## src/rtl/irq_pkg.sv

```systemverilog
package irq_pkg;
  localparam int LVL_W = 3;
  localparam int ID_W  = 6;

  typedef enum logic [1:0] {
    SENSE_LOW  = 2'b00,
    SENSE_HIGH = 2'b01,
    SENSE_RISE = 2'b10,
    SENSE_FALL = 2'b11
  } sense_e;
endpackage

```

## src/rtl/irq_sync.sv

```systemverilog
module irq_sync #(
  parameter int W      = 8,
  parameter int STAGES = 2
) (
  input  logic         clk,
  input  logic         rst_n,
  input  logic [W-1:0] d_in,
  output logic [W-1:0] q_out
);
  logic [STAGES-1:0][W-1:0] chain_q;
  logic [STAGES-1:0][W-1:0] chain_d;

  always_comb begin
    chain_d[0] = d_in;
    for (int k = 1; k < STAGES; k++) chain_d[k] = chain_q[k-1];
  end

  always_ff @(posedge clk or negedge rst_n) begin
    if (!rst_n) chain_q <= '0;
    else        chain_q <= chain_d;
  end

  assign q_out = chain_q[STAGES-1];
endmodule

```

## src/rtl/irq_src_slot.sv

```systemverilog
module irq_src_slot
  import irq_pkg::*;
(
  input  logic             clk,
  input  logic             rst_n,
  input  logic             s_in,
  input  logic             cfg_wr,
  input  sense_e           cfg_mode,
  input  logic [LVL_W-1:0] cfg_level,
  input  logic             clr_hit,
  output logic             pend_o,
  output logic [LVL_W-1:0] lvl_o
);
  sense_e           mode_q, mode_d;
  logic [LVL_W-1:0] lvl_q, lvl_d;
  logic             prev_q;
  logic             edge_q, edge_d;
  logic             is_edge, edge_now;

  always_comb begin
    mode_d = mode_q;
    lvl_d  = lvl_q;
    if (cfg_wr) begin
      mode_d = cfg_mode;
      lvl_d  = cfg_level;
    end
  end

  always_comb begin
    is_edge  = (mode_q == SENSE_RISE) || (mode_q == SENSE_FALL);
    edge_now = (mode_q == SENSE_RISE) ? (s_in & ~prev_q)
             : (mode_q == SENSE_FALL) ? (~s_in & prev_q) : 1'b0;
    edge_d   = is_edge ? (edge_now | (edge_q & ~clr_hit)) : 1'b0;
  end

  always_ff @(posedge clk or negedge rst_n) begin
    if (!rst_n) begin
      mode_q <= SENSE_HIGH;
      lvl_q  <= '0;
      prev_q <= 1'b0;
      edge_q <= 1'b0;
    end else begin
      mode_q <= mode_d;
      lvl_q  <= lvl_d;
      prev_q <= s_in;
      edge_q <= edge_d;
    end
  end

  always_comb begin
    case (mode_q)
      SENSE_HIGH: pend_o = s_in;
      SENSE_LOW:  pend_o = ~s_in;
      default:    pend_o = edge_q;
    endcase
  end
  assign lvl_o = lvl_q;

  p_set_wins_r12: assert property (@(posedge clk) disable iff (!rst_n)
    (edge_now && !cfg_wr) |=> pend_o);
  p_clear_r6: assert property (@(posedge clk) disable iff (!rst_n)
    (is_edge && clr_hit && !edge_now && !cfg_wr) |=> !pend_o);
  p_edge_hold_r4: assert property (@(posedge clk) disable iff (!rst_n)
    (is_edge && edge_q && !clr_hit && !cfg_wr) |=> pend_o);
endmodule

```

## src/rtl/irq_arbiter.sv

```systemverilog
module irq_arbiter
  import irq_pkg::*;
#(
  parameter int NSRC = 8
) (
  input  logic                       clk,
  input  logic                       rst_n,
  input  logic [NSRC-1:0]            pend,
  input  logic [NSRC-1:0][LVL_W-1:0] lvls,
  input  logic                       glb_en,
  input  logic [LVL_W-1:0]           mask_lvl,
  output logic                       irq_req,
  output logic [LVL_W-1:0]           irq_lvl,
  output logic [ID_W-1:0]            irq_id
);
  logic [LVL_W-1:0] best_lvl;
  logic [ID_W-1:0]  best_id;
  logic             fire;
  logic             req_d;
  logic [LVL_W-1:0] lvl_d;
  logic [ID_W-1:0]  id_d;

  always_comb begin
    best_lvl = '0;
    best_id  = '0;
    for (int i = 0; i < NSRC; i++) begin
      if (pend[i] && (lvls[i] > best_lvl)) begin
        best_lvl = lvls[i];
        best_id  = ID_W'(i + 1);
      end
    end
    fire  = glb_en && (best_lvl > mask_lvl);
    req_d = fire;
    lvl_d = fire ? best_lvl : '0;
    id_d  = fire ? best_id  : '0;
  end

  always_ff @(posedge clk or negedge rst_n) begin
    if (!rst_n) begin
      irq_req <= 1'b0;
      irq_lvl <= '0;
      irq_id  <= '0;
    end else begin
      irq_req <= req_d;
      irq_lvl <= lvl_d;
      irq_id  <= id_d;
    end
  end

  p_gate_r10: assert property (@(posedge clk) disable iff (!rst_n)
    irq_req |-> ($past(glb_en) && (irq_lvl > $past(mask_lvl))));
  p_idle_zero_r10: assert property (@(posedge clk) disable iff (!rst_n)
    !irq_req |-> (irq_lvl == '0 && irq_id == '0));
  p_id_range_r9: assert property (@(posedge clk) disable iff (!rst_n)
    irq_req |-> (irq_id != '0 && irq_id <= ID_W'(NSRC)));
  p_nonzero_lvl_r8: assert property (@(posedge clk) disable iff (!rst_n)
    irq_req |-> (irq_lvl != '0));
endmodule

```

## src/rtl/irq_prio_ctrl.sv

```systemverilog
module irq_prio_ctrl
  import irq_pkg::*;
#(
  parameter int NSRC        = 8,
  parameter int SYNC_STAGES = 2,
  localparam int IDX_W      = (NSRC > 1) ? $clog2(NSRC) : 1
) (
  input  logic             clk,
  input  logic             rst_n,
  input  logic [NSRC-1:0]  irq_in,
  input  logic             cfg_we,
  input  logic [IDX_W-1:0] cfg_idx,
  input  logic [1:0]       cfg_mode,
  input  logic [2:0]       cfg_level,
  input  logic             clr_we,
  input  logic [5:0]       clr_code,
  input  logic             glb_en,
  input  logic [2:0]       mask_lvl,
  output logic             irq_req,
  output logic [2:0]       irq_lvl,
  output logic [5:0]       irq_id
);
  logic [NSRC-1:0]            synced;
  logic [NSRC-1:0]            pend;
  logic [NSRC-1:0][LVL_W-1:0] lvls;

  irq_sync #(.W(NSRC), .STAGES(SYNC_STAGES)) u_sync (
    .clk   (clk),
    .rst_n (rst_n),
    .d_in  (irq_in),
    .q_out (synced)
  );

  for (genvar g = 0; g < NSRC; g++) begin : g_slot
    logic wr_sel;
    logic clr_sel;
    assign wr_sel  = cfg_we && (cfg_idx == IDX_W'(g));
    assign clr_sel = clr_we && (clr_code == ID_W'(g + 1));
    irq_src_slot u_slot (
      .clk       (clk),
      .rst_n     (rst_n),
      .s_in      (synced[g]),
      .cfg_wr    (wr_sel),
      .cfg_mode  (sense_e'(cfg_mode)),
      .cfg_level (cfg_level),
      .clr_hit   (clr_sel),
      .pend_o    (pend[g]),
      .lvl_o     (lvls[g])
    );
  end

  irq_arbiter #(.NSRC(NSRC)) u_arb (
    .clk      (clk),
    .rst_n    (rst_n),
    .pend     (pend),
    .lvls     (lvls),
    .glb_en   (glb_en),
    .mask_lvl (mask_lvl),
    .irq_req  (irq_req),
    .irq_lvl  (irq_lvl),
    .irq_id   (irq_id)
  );
endmodule

```

## config.mk

```make
export PLATFORM = sky130hd
export DESIGN_NAME = irq_prio_ctrl
export DESIGN_NICKNAME = d
export VERILOG_FILES = /design/src/rtl/irq_pkg.sv /design/src/rtl/irq_sync.sv /design/src/rtl/irq_src_slot.sv /design/src/rtl/irq_arbiter.sv /design/src/rtl/irq_prio_ctrl.sv
export SDC_FILE = /design/constraint.sdc
export NUM_CORES = 1
export LEC_CHECK = 0
export ABC_AREA = 1
export ABC_CLOCK_PERIOD_IN_PS = 7900
export CORE_MARGIN = 1.5
export CORE_UTILIZATION = 52
export CTS_CLUSTER_DIAMETER = 120
export CTS_CLUSTER_SIZE = 28
export DETAILED_ROUTE_END_ITERATION = 10
export PLACE_DENSITY = 0.77
export REMOVE_ABC_BUFFERS = 1
export SYNTH_ARGS = -nofsm -noshare
export SYNTH_HDL_FRONTEND = slang
export SYNTH_SLANG_ARGS = --single-unit
```

## constraint.sdc

```tcl
create_clock -name clk -period 7.9 [get_ports clk]
set_input_delay 1.58 -clock clk [delete_from_list [all_inputs] [get_ports clk]]
set_output_delay 1.58 -clock clk [all_outputs]
set_load 0.02 [all_outputs]
```

Word level (Yosys, flattened, before mapping)

Index checks and enable logic that the tools add are counted.

Logic and storage cells: 233
Output and inout port bits: 10
Register bits: 82

Reduce and logical (&&, ||, !) cells: 42
$lt $le $gt $ge: 9
Bitwise logic cells: 56
Equality and inequality tests: 39
Mux-type cells: 50

Operators with widths:

| operator             | number |
|---|---|
| $mux W3              | 13 |
| $eq A2 B2 Y1 const B | 16 |
| $logic_and A1 B1 Y1  | 25 |
| $mux W1              | 25 |
| $and A1 B1 Y1        | 24 |
| $eq A6 B3 Y1 const B | 4 |
| $gt A3 B3 Y1         | 8 |
| $not A1 Y1           | 24 |
| $eq A2 B1 Y1 const B | 8 |
| $logic_not A2 Y1     | 8 |
| $pmux W1 S2          | 8 |
| $eq A3 B3 Y1 const B | 4 |
| $eq A6 B2 Y1 const B | 2 |
| $logic_or A1 B1 Y1   | 8 |
| $mux W4              | 2 |
| $or A1 B1 Y1         | 8 |
| $eq A3 B2 Y1 const B | 2 |
| $eq A6 B1 Y1 const B | 1 |
| $eq A6 B4 Y1 const B | 1 |
| $mux W2              | 2 |
| $eq A3 B1 Y1 const B | 1 |
| $gt A3 B1 Y1 const B | 1 |
| $logic_not A3 Y1     | 1 |

Longest topological paths before layout

Word-level depth: 28
Depth in mapped cells: 72
Depth with buffers taken out: 72

By module

Synthesis repeated with hierarchy kept, for this count alone.

Cell total of the unflattened synthesis: 492
Area total of the unflattened synthesis: 4388.0 um^2

Modules (own cells, without submodules):

| module        | times used | area an instance (um^2) | seq. area each (um^2) | cells an instance |
|---|---|---|---|---|
| irq_src_slot  | 8          | 312.8                   | 176.4                 | 30 |
| irq_arbiter   | 1          | 1301.2                  | 200.2                 | 189 |
| irq_sync      | 1          | 400.4                   | 400.4                 | 16 |
| irq_prio_ctrl | 1          | 183.9                   | 0.0                   | 47 |

Least setup slack after synthesis

No wires, ideal clock.

Kind: reg2reg
Start point: register g_slot[0].u_slot.mode_q[0]
End point: register u_arb.irq_id[2]
Data required time: 7818 ps
Path buffers: 0
Arrival time: 8460 ps
Cell stages (with the launch flop): 68
Setup slack: -642 ps
Library setup time: 82 ps
Cell sequence: dfstp_2 -> nand2_1 -> nand3_1 -> nand3_2 -> ha_1 -> nand2_1 -> nand2_1 -> inv_1 -> nand2_1 -> nand3_4 -> nand2_1 -> and2_1 -> inv_1 -> ha_1 -> nand2_1 -> nor2_1 -> o21a_1 -> nand2_4 -> [... 32 more ...] -> inv_1 -> o21ai_0 -> inv_1 -> ha_1 -> nand2_1 -> nor2_1 -> a211oi_1 -> a31oi_1 -> nand2_1 -> o21ai_0 -> inv_1 -> ha_1 -> nand2_1 -> nor2_1 -> a211oi_1 -> nor2_1 -> nand2_1 -> a31oi_1

Word-level cells in the longest chain between the ends: 28
Elaborated cells on any way between the ends: 34

RTL lines:

| item                                             | line               | text |
|---|---|---|
| start: declaration                               | irq_src_slot.sv:14 | `sense_e mode_q, mode_d;` |
| start signal: assignment                         | irq_src_slot.sv:43 | `mode_q <= mode_d;` |
| $eq A2 B1 Y1 or $logic_not A2 Y1 (tied branches) | irq_src_slot.sv:51 | `case (mode_q)` |
| $pmux W1 S2 *                                    | irq_src_slot.sv:51 |  |
| $logic_and A1 B1 Y1 *                            | irq_arbiter.sv:27  | `if (pend[i] && (lvls[i] > best_lvl)) begin` |
| $mux W3 *                                        | irq_arbiter.sv:27  |  |
| $gt A3 B3 Y1                                     | irq_arbiter.sv:27  |  |
| $logic_and A1 B1 Y1                              | irq_arbiter.sv:27  |  |
| $mux W3 *                                        | irq_arbiter.sv:27  |  |
| $gt A3 B3 Y1                                     | irq_arbiter.sv:27  |  |
| [... 14 more ...]                                | n/a                |  |
| $gt A3 B3 Y1                                     | irq_arbiter.sv:27  |  |
| $logic_and A1 B1 Y1                              | irq_arbiter.sv:27  |  |
| $mux W3 *                                        | irq_arbiter.sv:27  |  |
| $gt A3 B3 Y1 *                                   | irq_arbiter.sv:32  | `fire = glb_en && (best_lvl > mask_lvl);` |
| $logic_and A1 B1 Y1 *                            | irq_arbiter.sv:32  |  |
| net u_arb.fire                                   | irq_arbiter.sv:18  | `logic fire;` |
| $mux W4 *                                        | irq_arbiter.sv:35  | `id_d = fire ? best_id : '0;` |
| net u_arb.id_d[2]                                | irq_arbiter.sv:21  | `logic [ID_W-1:0] id_d;` |
| end signal: assignment                           | irq_arbiter.sv:46  | `irq_id <= id_d;` |
| end: declaration                                 | irq_arbiter.sv:14  | `output logic [ID_W-1:0] irq_id` |

Mark *: on every way through the listed nets, which the timed path passes. The rest lies on a longest branch.
A chain may end at the register's enable or synchronous reset.

Worst setup path after layout

Ends and elaborated chain as after synthesis.

==> metrics.txt <==
outcome finished with violations; failing checks negative setup slack; largest net degree at the start of global routing a little over 80; RSZ-0062 raised after global routing true; # fillers 500; Register Area 0.00201 sq mm; detail-routed via count per cell between 5 and 6; Final ANT Viol Nets 0; Max Slew Vio Count 0; FF-to-FF Start g_slot[0].u_slot.mode_q[0]; #FFs+latches synth 80; Async SR Flop Fraction 1.00; first-pass GRT wire length 16600 um; grt ovf 0; clock tree buffer depth 2; DP HPWL 6590 um; Core Util, Final 0.755; row cnt 32; R2R Path End u_arb.irq_id[2]; chip width between 90 and 100 um; most used cell, CP nand2_2; multi-input combinational cell area around 0.0022 sq mm; diodes inserted 0; detailed-route via count between 3000 and 4000; R2R setup slack -1.16 ns; Seq/Total Area, Yosys 0.492; crit path max-delay cell type dfstp_2; nets between 600 and 700; Peak Freq approximately 110 MHz; CP startpoint g_slot[0].u_slot.mode_q[0]; Tightest Pin Transition between 1 and 1.5 ns; Non-Filler Instances around 720; GRT Util Overall 0.251; crit-path max FO 6; CTS buffer count 9; Cell variety after synth 33; leading area contributor after synthesis dfrtp_1; PnR worst setup slack -1.16 ns; Max VDD drop ~0.21 mV; Syn Area/Cell around 8.4 sq um; DRC viols 0; cells after synthesis 485; Synth Warn # 0; R2R depth 65; setup TNS -9.09 ns; die area ~0.0084 sq mm; CTS tree done; Final Hold Vio Count 0; period utilization 1.15; Worst Setup EP u_arb.irq_id[2]; synthesized area between 0.004 and 0.005 sq mm; Crit. End Element register; clock root buffer clkbuf_8; worst-skew pair later-pin latency 0.36 ns; layout cells sized above 1 0.349; Placer Congestion 0.821; slew margin rel. 0.317; Worst Hold Class reg -> reg; IO Port Bufs 37; Final setup violation count 8; ys flop type dfrtp_1; Pre-antenna DRT Iters 6; share of the synthesized area in the top cell type 0.441; Initial Utilization 0.532; CTS sink cnt 80; number of placed instances with taps included around 660; static leakage roughly 0.0028 uW; Power Dens Cells roughly 420 mW/mm^2; core area 0.00769 sq mm; critical path's largest stage delay about 0.57 ns; Top-Level Pins 40; vias in the first global route 3764; antenna violations before repair 0; min Tclk post-route slightly above 9 ns; clk slew on worst S/H paths ~0.10 ns; Post-CTS Hold Buffers 0; Area Overhead vs Synth 41.9%; Worst Setup Start Kind register; 1st-iter DRT viols around 240; most area-consuming cells after synthesis dfrtp_1 (44%), nand2_1 (11%), o21ai_0 (6.9%); Die H approximately 92 um; post-route clock skew about 0.018 ns; crit path DAT between 9 and 10 ns; Final Power 2440 uW; kind of critical path reg -> reg; Max-cap violations 0; H-tree depth 3; routed len/inst approximately 16 um; Post-synth EDFFs 0; Routed WL 11300 um; Worst EP required about 8 ns
[cells in the final DEF (no fill, tap or decap), drive strengths merged, types with 13 or more instances in the layout]
| master | instances |
|---|---|
| buf | 80 |
| nor2 | 40 |
| a21oi | 13 |
| nand2 | 135 |
| nand3 | 29 |
| o21ai | 57 |
| inv | 75 |
| dfrtp | 72 |
| clkdlybuf4s50 | 36 |
| ha | 18 |
[layout make-up]
class | count | area share
inverters | 73 | 0.0479
clock buffers | 9 | 0.0213
flip-flops and latches | 80 | 0.347
well taps | 102 | 0.0220
clock inverters | 7 | 0.0153
multi-input cells | 331 | 0.379
repair buffers | 116 | 0.168
[through the flow]
stage	instance area (sq um)	hold slack, ns	worst slack [ns]
2_1_floorplan	4080	0.331	-0.642
3_3_place_gp	4880	0.332	-0.875
3_5_place_dp	4880	0.336	-1.41
4_1_cts	5470	0.355	-0.808
5_1_grt	5800	0.364	-1.54
6_report	5800	0.355	-1.16
[synthesized netlist by cell type, types with 2 or more instances]
library cell	instances
nand2_1	125
dfrtp_1	72
inv_1	68
o21ai_0	56
nor2_1	39
ha_1	18
nand3_1	14
a21oi_1	13
nand3_2	11
dfstp_2	8
nand2_2	6
nand4_1	5
inv_2	4
nand2_4	4
nand3_4	4
o211ai_1	4
or2_2	4
a211oi_1	3
a31oi_1	3
nor4_1	3
o21a_1	3
o31ai_1	3
and2_1	2
buf_4	2
nor3_1	2
o22ai_1	2
[how the worst min path moves through the flow]
stage / from / to / slack [ns] / cells past startpoint
2_1_floorplan: u_sync.chain_d[8] / u_sync.q_out[0] / 0.33 / 0
3_3_place_gp: u_sync.chain_d[14] / u_sync.q_out[6] / 0.33 / 0
5_1_grt: u_sync.chain_d[11] / u_sync.q_out[3] / 0.36 / 0
3_5_place_dp: u_sync.chain_d[12] / u_sync.q_out[4] / 0.34 / 0
6_report: u_sync.chain_d[12] / u_sync.q_out[4] / 0.36 / 0
4_1_cts: u_sync.chain_d[8] / u_sync.q_out[0] / 0.36 / 0
[metal layers]
| layer | GRT usage | vias up | routed length [um] | share of wire |
|---|---|---|---|---|
| met4 | 0.112 | 0 | 552 | 0.049 |
| met5 | 0 | - | 0 | 0 |
| met2 | 0.448 | 136 | 5820 | 0.51 |
| li1 | - | 1818 | - | - |
| met3 | 0.0564 | 52 | 571 | 0.050 |
| met1 | 0.287 | 1833 | 4370 | 0.39 |
[sequential cells by signal, indices dropped and copies added, names as in the netlist]
| register | flops |
|---|---|
| g_slot.u_slot.mode_q | 16 |
| g_slot.u_slot.prev_q | 8 |
| g_slot.u_slot.lvl_o | 24 |
| u_sync.q_out | 8 |
| u_arb.irq_id | 4 |
| u_arb.irq_lvl | 3 |
| u_sync.chain_d | 8 |
| u_arb.irq_req | 1 |
| g_slot.u_slot.edge_q | 8 |
[worst max-delay path: cells and delay by family (launching register included)]
family,cells,cell delay (ns)
AOI/OAI and AO/OA,13,1.89
adders and majority gates,8,2.10
buffers and inverters,7,0.56
DFF,1,0.57
and+or+nand+nor,37,3.82
[timing repair]
action	in CTS	in global routing
gates resized for setup	48	55
setup buffers	24	14
hold endpoints to repair	0	0
pin swaps	51	48
endpoints found under the setup margin	8	8
[report_power, final]
group | internal [uW] | total (uW) | switching, uW
Combinational | 781 | 1590 | 812
Clock | 154 | 322 | 168
Sequential | 479 | 526 | 47.3
[kinds of logic (layout without fill, tap and decap cells)]
group | count (synthesis) | in the layout | synth area share
other | 1 | 2 | 0.000917
adder cells (fa/ha/maj) | 18 | 18 | 0.0551
AND/OR/NAND/NOR | 223 | 223 | 0.263
AO/OA/AOI/OAI | 88 | 88 | 0.118
flip-flops | 80 | 80 | 0.492
buffers and inverters | 75 | 205 | 0.0710
Note: power is estimated with default switching activity, not from simulation.
